[src/rtl/fic_pkg.sv]
package fic_pkg;
  localparam int CAUSE_W = 5;
  typedef logic [CAUSE_W-1:0] cause_t;

  typedef enum logic [1:0] {
    CAP_NEVER   = 2'd0,
    CAP_ALWAYS  = 2'd1,
    CAP_IF_WORD = 2'd2
  } cap_class_e;

  function automatic cap_class_e classify(input cause_t c);
    cap_class_e r;
    case (c)
      5'd3, 5'd5, 5'd8, 5'd9, 5'd10, 5'd11,
      5'd12, 5'd13, 5'd15, 5'd19: r = CAP_ALWAYS;
      5'd1, 5'd2, 5'd4:            r = CAP_IF_WORD;
      default:                     r = CAP_NEVER;
    endcase
    return r;
  endfunction
endpackage

[src/rtl/fic_cause_filter.sv]
module fic_cause_filter
  import fic_pkg::*;
(
  input  logic   exc_take,
  input  cause_t exc_cause,
  input  logic   fetch_fault,
  input  logic   exl,
  input  logic   compact_mode,
  output logic   qualify
);
  cap_class_e cls;
  logic       cause_ok;

  always_comb begin
    cls = classify(exc_cause);
    case (cls)
      CAP_ALWAYS:  cause_ok = 1'b1;
      CAP_IF_WORD: cause_ok = !fetch_fault;
      default:     cause_ok = 1'b0;
    endcase
    qualify = exc_take && !exl && !compact_mode && cause_ok;
  end
endmodule

[src/rtl/fic_word_reg.sv]
module fic_word_reg #(
  parameter int WIDTH = 32
) (
  input  logic             clk,
  input  logic             rst_n,
  input  logic             load,
  input  logic [WIDTH-1:0] din,
  output logic [WIDTH-1:0] q
);
  always_ff @(posedge clk or negedge rst_n) begin
    if (!rst_n)    q <= '0;
    else if (load) q <= din;
  end
endmodule

[src/rtl/fic_read_mux.sv]
module fic_read_mux #(
  parameter int DATA_W     = 32,
  parameter int REG_W      = 5,
  parameter int SEL_W      = 3,
  parameter int CAP_REG    = 8,
  parameter int FAULT_SEL  = 1,
  parameter int BRANCH_SEL = 2
) (
  input  logic              acc_rd,
  input  logic              acc_wr,
  input  logic [REG_W-1:0]  acc_reg,
  input  logic [SEL_W-1:0]  acc_sel,
  input  logic              fault_en,
  input  logic              branch_en,
  input  logic [DATA_W-1:0] fault_word,
  input  logic [DATA_W-1:0] branch_word,
  output logic [DATA_W-1:0] rd_data,
  output logic              rd_hit,
  output logic              acc_unimpl,
  output logic              acc_illegal
);
  localparam logic [REG_W-1:0] REG_ID  = REG_W'(CAP_REG);
  localparam logic [SEL_W-1:0] SEL_F   = SEL_W'(FAULT_SEL);
  localparam logic [SEL_W-1:0] SEL_B   = SEL_W'(BRANCH_SEL);
  localparam logic [SEL_W-1:0] SEL_MAX = SEL_W'(2);

  logic is_cap, at_f, at_b;

  always_comb begin
    is_cap      = (acc_reg == REG_ID);
    at_f        = is_cap && (acc_sel == SEL_F);
    at_b        = is_cap && (acc_sel == SEL_B);
    rd_hit      = acc_rd && ((at_f && fault_en) || (at_b && branch_en));
    acc_unimpl  = acc_rd && ((at_f && !fault_en) || (at_b && !branch_en));
    acc_illegal = (acc_rd || acc_wr) && is_cap && (acc_sel > SEL_MAX);
    rd_data     = '0;
    if (acc_rd && at_f && fault_en)  rd_data = fault_word;
    if (acc_rd && at_b && branch_en) rd_data = branch_word;
  end
endmodule

[src/rtl/fic_capture_top.sv]
module fic_capture_top
  import fic_pkg::*;
#(
  parameter int DATA_W     = 32,
  parameter int REG_W      = 5,
  parameter int SEL_W      = 3,
  parameter int CAP_REG    = 8,
  parameter int FAULT_SEL  = 1,
  parameter int BRANCH_SEL = 2
) (
  input  logic              clk,
  input  logic              rst_n,
  input  logic              exc_take,
  input  logic [4:0]        exc_cause,
  input  logic              fetch_fault,
  input  logic              exl,
  input  logic              in_delay_slot,
  input  logic              compact_mode,
  input  logic [DATA_W-1:0] word_at_pc,
  input  logic [DATA_W-1:0] word_at_prev,
  input  logic              cfg_fault_en,
  input  logic              cfg_branch_en,
  input  logic              acc_rd,
  input  logic              acc_wr,
  input  logic [REG_W-1:0]  acc_reg,
  input  logic [SEL_W-1:0]  acc_sel,
  output logic [DATA_W-1:0] rd_data,
  output logic              rd_hit,
  output logic              acc_unimpl,
  output logic              acc_illegal
);
  localparam int NSLOT = 2;

  logic              qualify;
  logic [NSLOT-1:0]  load;
  logic [DATA_W-1:0] din [NSLOT];
  logic [DATA_W-1:0] q   [NSLOT];
  logic [DATA_W-1:0] fault_word, branch_word;

  fic_cause_filter u_filter (
    .exc_take     (exc_take),
    .exc_cause    (cause_t'(exc_cause)),
    .fetch_fault  (fetch_fault),
    .exl          (exl),
    .compact_mode (compact_mode),
    .qualify      (qualify)
  );

  always_comb begin
    load[0] = qualify && cfg_fault_en;
    load[1] = qualify && cfg_branch_en && in_delay_slot;
    din[0]  = word_at_pc;
    din[1]  = word_at_prev;
  end

  for (genvar i = 0; i < NSLOT; i++) begin : g_slot
    fic_word_reg #(.WIDTH(DATA_W)) u_reg (
      .clk   (clk),
      .rst_n (rst_n),
      .load  (load[i]),
      .din   (din[i]),
      .q     (q[i])
    );
  end

  assign fault_word  = q[0];
  assign branch_word = q[1];

  fic_read_mux #(
    .DATA_W(DATA_W), .REG_W(REG_W), .SEL_W(SEL_W), .CAP_REG(CAP_REG),
    .FAULT_SEL(FAULT_SEL), .BRANCH_SEL(BRANCH_SEL)
  ) u_mux (
    .acc_rd      (acc_rd),
    .acc_wr      (acc_wr),
    .acc_reg     (acc_reg),
    .acc_sel     (acc_sel),
    .fault_en    (cfg_fault_en),
    .branch_en   (cfg_branch_en),
    .fault_word  (fault_word),
    .branch_word (branch_word),
    .rd_data     (rd_data),
    .rd_hit      (rd_hit),
    .acc_unimpl  (acc_unimpl),
    .acc_illegal (acc_illegal)
  );
endmodule

[config.mk]
export PLATFORM = sky130hd
export DESIGN_NAME = fic_capture_top
export DESIGN_NICKNAME = d
export VERILOG_FILES = /design/src/rtl/fic_pkg.sv /design/src/rtl/fic_cause_filter.sv /design/src/rtl/fic_word_reg.sv /design/src/rtl/fic_read_mux.sv /design/src/rtl/fic_capture_top.sv
export SDC_FILE = /design/constraint.sdc
export NUM_CORES = 1
export LEC_CHECK = 0
export ABC_AREA = 0
export ABC_CLOCK_PERIOD_IN_PS = 1400
export BUFFER_PORTS_ARGS = -buffer_cell sky130_fd_sc_hd__buf_2
export CELL_PAD_IN_SITES_DETAIL_PLACEMENT = 1
export CELL_PAD_IN_SITES_GLOBAL_PLACEMENT = 2
export CORE_MARGIN = 5
export CORE_UTILIZATION = 34
export CTS_CLUSTER_DIAMETER = 60
export DETAILED_ROUTE_END_ITERATION = 10
export MAX_ROUTING_LAYER = met4
export PLACE_DENSITY_LB_ADDON = 0.1
export SYNTH_ARGS = -nofsm -noshare
export SYNTH_HDL_FRONTEND = slang
export SYNTH_HIERARCHICAL = 1
export SYNTH_SLANG_ARGS = --single-unit
[constraint.sdc]
create_clock -name clk -period 1.4 [get_ports clk]
set_input_delay 0.14 -clock clk [delete_from_list [all_inputs] [get_ports clk]]
set_output_delay 0.14 -clock clk [all_outputs]
set_load 0.05 [all_outputs]
# ---- Word-level counts from Yosys, hierarchy flattened
# Memories as Yosys holds them, arrays and structs flattened.
# Cells that the tools add are included.
dict set report totals {
  mem_count 1
  register_bits 64
  rom_bits 64
}
dict set report op_classes {
  n_lt_le_gt_ge 1
  n_reduce_logical 28
  mux 3
  n_eq_ne 5
}
# name words word_bits rd rd_clocked_by_memory_dff write_ports line
set memory_table {}
lappend memory_table {{(no name shown)} 32 2 1 0 0 fic_pkg.sv:13} ;# case (c)
# op n
set op_table {}
lappend op_table {{$mux W32} 2}
lappend op_table {{$logic_and A1 B1 Y1} 20}
lappend op_table {{$eq A5 B4 Y1 const B} 1}
lappend op_table {{$logic_not A1 Y1} 5}
lappend op_table {{$eq A3 B1 Y1 const B} 1}
lappend op_table {{$eq A3 B2 Y1 const B} 1}
lappend op_table {{$gt A3 B2 Y1 const B} 1}
lappend op_table {{$logic_or A1 B1 Y1} 3}
lappend op_table {{$eq A2 B1 Y1 const B} 1}
lappend op_table {{$eq A2 B2 Y1 const B} 1}
lappend op_table {{$pmux W1 S2} 1}

# ---- Logic depth before layout (Yosys ltp)
dict set report depth {
  depth_word 6
  mapped_depth 11
  ltp_nobuf 9
}

# ---- Hierarchy
# Netlist, hierarchy kept.
# mod area_each_um2 seq_area_each_um2 cells_each instances
set by_module_without_submodules {}
lappend by_module_without_submodules {fic_word_reg 1345.0 800.8 68 2}
lappend by_module_without_submodules {fic_read_mux 1196.1 0.0 138 1}
lappend by_module_without_submodules {fic_cause_filter 176.4 0.0 20 1}
lappend by_module_without_submodules {fic_capture_top 12.5 0.0 2 1}

# ---- Worst setup path after synthesis
# OpenSTA, ideal clock, no wires.
dict set report synth_path {
  path_kind {in2out}
  start {in acc_reg[1]}
  end {out acc_illegal}
  cell_stages 3
  arrival_time_ns 2.212
  path_buffers 1
  setup_slack_ns -0.952
  path_cell_list {or3_1 buf_6 nor4_1}
}
dict set report synth_via {
  elab_chain_len 3
}
# element line
set synth_lines {}
lappend synth_lines {{start: declaration} fic_capture_top.sv:25} ;# input logic [REG_W-1:0] acc_reg,
lappend synth_lines {{$eq A5 B4 Y1} fic_read_mux.sv:30} ;# is_cap = (acc_reg == REG_ID);
lappend synth_lines {{$logic_and A1 B1 Y1 (2 in series)} fic_read_mux.sv:35} ;# acc_illegal = (acc_rd || acc_wr) && is_cap && (acc_sel > SEL_MAX);
lappend synth_lines {{end: declaration} fic_capture_top.sv:30} ;# output logic acc_illegal
# Every way passes these cells.

# ---- Final worst setup path
dict set report layout_path {
  start {in exc_cause[0]}
  end {reg g_slot[1].u_reg.q[9]}
}
dict set report layout_via {
  elab_chain_len 6
}
# element line
set layout_lines {}
lappend layout_lines {{start: declaration} fic_capture_top.sv:14} ;# input logic [4:0] exc_cause,
lappend layout_lines {{$mem_v2 Z32 W2 (*)} -}
lappend layout_lines {{$eq A2 B2 Y1 / $eq A2 B1 Y1 (equally long branches)} fic_cause_filter.sv:16} ;# case (cls)
lappend layout_lines {{$pmux W1 S2 (*)} fic_cause_filter.sv:16}
lappend layout_lines {{$logic_and A1 B1 Y1 (*)} fic_cause_filter.sv:21} ;# qualify = exc_take && !exl && !compact_mode && cause_ok;
lappend layout_lines {{via qualify} fic_capture_top.sv:34} ;# logic qualify;
lappend layout_lines {{$logic_and A1 B1 Y1 (*) (2 in series)} fic_capture_top.sv:51} ;# load[1] = qualify && cfg_branch_en && in_delay_slot;
lappend layout_lines {{via load[1]} fic_capture_top.sv:35} ;# logic [NSLOT-1:0] load;
lappend layout_lines {{end signal: assignment} fic_word_reg.sv:12} ;# else if (load) q <= din;
lappend layout_lines {{end: declaration} fic_word_reg.sv:8} ;# output logic [WIDTH-1:0] q
# Mark *: on every way through the listed nets, which the timed path passes. The rest lies on a longest branch.
# A chain may end at the register's enable or synchronous reset.

==> out/results.tsv <==
metric	value	unit
grt_pass1_wl	19950	µm
seqPwrFrac	40.4	%
max_slew.worst_pin.slew	0.3097	ns
fin_nets	536	
whs	0.03417	ns
clkTransAtPathRegs	0.05	ns
status	complete, but fails checks	
wl	12430	µm
grt_setup_unrepaired	yes	
grt_pass1_vias	3528	
drive_gt1_share	67.49	%
max_freq	491.8	MHz
largest_reg_flops	64	
dpl.hpwl	8386	µm
met3_usage	4.796	%
ios	123	
crit_required	1.61	ns
crit_type	in2reg	
worst_setup_path_end_kind	register	
switching_share	24.77	%
busiest_layer	met2	
portBuffers	122	
switchingPower	1.363	mW
power_leakage	2.525	nW
ant_nets	0	
pre_cts_ws	-1.111	ns
post-route-min-period	2.034	ns
met1_usage	22.99	%
fp-row-count	40	
avgSynthCellArea	13.77	µm²
relSlewSlack	79.35	%
clockBufferDepth	2	
vias	3052	
fin_util	52.08	%
mostFrequentLayoutCell	buf_2	
cts_buffers	9	
p_clk_share	40.2	%
drt_drc_violations_left	0	
tns	-38.19	ns
fillCellCount	1160	
largest_register	g_slot.u_reg/q	
cap_violations	0	
intPower	4.140	mW
pwr-share-comb	19.4	%
powerDensity	890.9	mW/mm²
syn_nets	390	
die_x	119.5	µm
coreArea	0.01186	mm²
crit_fanout	8	
place.gp.congestion	0.6966	
synth_cells	296	
tritoncts	yes	
violations	negative setup slack	
hp-class	in2reg	
dr.first_iter.drc_count	168	
start_kind	input port	
reg_top3	g_slot.u_reg/q (64)	
hold_viol_final	0	
clock_skew	0	ns
ys_ff_latch	64	
die_h	119.5	µm
yosysWarnings	6	
finalMaxSlewViolations	0	
grt_use_total	18.71	%
grt.met2_usage	31.00	%
syn2layout_area_growth	51.58	%
peakVddDrop	0.0008923	V
wl_per_cell	20.96	µm
place_area	0.005286	mm²
syn_area	0.004075	mm²
dieArea	0.01428	mm²
yosysSeqAreaShare	39.30	%
crit_arrival	2.24	ns
async_reset_ff_share	100.0	%
fin_ws	-0.6335	ns
seq_area	0.001602	mm²
final_cells	593	
synth_flop_cell	dfrtp_1	
final_cell_mix	83 x buf_2, 64 x dfrtp_1, 64 x nand4b_1	
grt_max_degree	55	
multiInputGateArea	0.002580	mm²
antenna_found_initial	0	
start_util	34.36	%
final.period_utilization	145.3	%
design_area	0.006177	mm²
insertedDiodeCount	0	
h-tree-depth	3	
synth_cell_type_count	33	
clockRootBuffer	clkbuf_16	
vias_per_cell	5.147	
power	5.503	mW
setup_viol_count_final	98	
overflow	0	
synth_edf_count	0	
clock-sinks	64	
firstDrtPassIters	4	
clk_latency	0.33	ns
post-place-cells	549	
==> logic make-up (layout without fill, tap and decap cells) <==
kind of cell,after synthesis,after routing,synth area share [%]
buffers and inverters,41,191,7.676
AOI/OAI and AO/OA,38,38,10.72
and+or+nand+nor,82,82,17.01
DFF,64,64,39.30
adders and majority gates,6,6,1.842
muxes,65,65,23.46
==> synth_stat cells, types with 3 or more instances <==
cell type	count	area share [%]
mux2_4	60	22
a211oi_1	4	0.74
inv_1	3	0.28
dfrtp_1	64	39
buf_12	6	2.9
ha_1	6	1.8
buf_6	6	1.7
nand4b_1	64	14
mux2_2	4	1.1
clkbuf_1	13	1.2
buf_2	13	1.6
a211oi_2	30	9.2
==> routing by layer <==
layer  share of wire [%]  wire length, µm  vias up
met3                 4.2              527       10
li1                    -                -     1402
met2                  51             6330       70
met5                   0                0        -
met4                 1.1              140        0
met1                  44             5431     1570
==> repair_timing <==
action                                  in CTS  in global routing
endpoints found under the setup margin      99                 99
hold endpoints to repair                    10                  0
hold buffers                                 1                  0
gates cloned                                 6                  0
pin swaps                                   29                 27
gates resized for setup                     93                 11
buffers inserted                            12                 18
==> final timing paths <==
kind	from	to	slack [ns]	cells after the start
setup reg to reg	g_slot[0].u_reg/q[19]	g_slot[0].u_reg/q[19]	0.50	2
hold / removal	word_at_pc[13]	g_slot[0].u_reg/q[13]	0.03	2
max in group asynchronous	rst_n	g_slot[0].u_reg/q[18]	0.60	3
setup / recovery	exc_cause[0]	g_slot[1].u_reg/q[9]	-0.63	11
min in group asynchronous	rst_n	g_slot[0].u_reg/q[0]	0.22	2
hold reg to reg	g_slot[0].u_reg/q[7]	g_slot[0].u_reg/q[7]	0.51	1
==> power groups by stage <==
stage	Sequential (mW)	Clock (mW)	Combinational (mW)
6_report	2.22	2.21	1.07
5_1_grt	2.25	2.37	1.15
4_1_cts	2.23	2.29	0.998
3_5_place_dp	2.26	0	0.906
3_3_place_gp	2.25	0	0.884
2_1_floorplan	2.20	0	0.597
==> worst max-delay path: stages <==
cell	delay, ns
buf_12	0.11
ha_4	0.14
nor3b_4	0.15
a311oi_2	0.25
ha_1	0.28
nor4b_2	0.21
o21a_1	0.17
and3_4	0.24
buf_12	0.12
buf_12	0.13
mux2_4	0.30
==> final cells by class <==
class	instances	area share (%)
multi-input cells	191	41.77
flip-flops and latches	64	25.93
repair buffers	173	24.41
clock buffers	11	3.930
well taps	147	2.978
clock inverters	4	0.7292
inverters	3	0.2633
(Power assumes the default switching activity.)
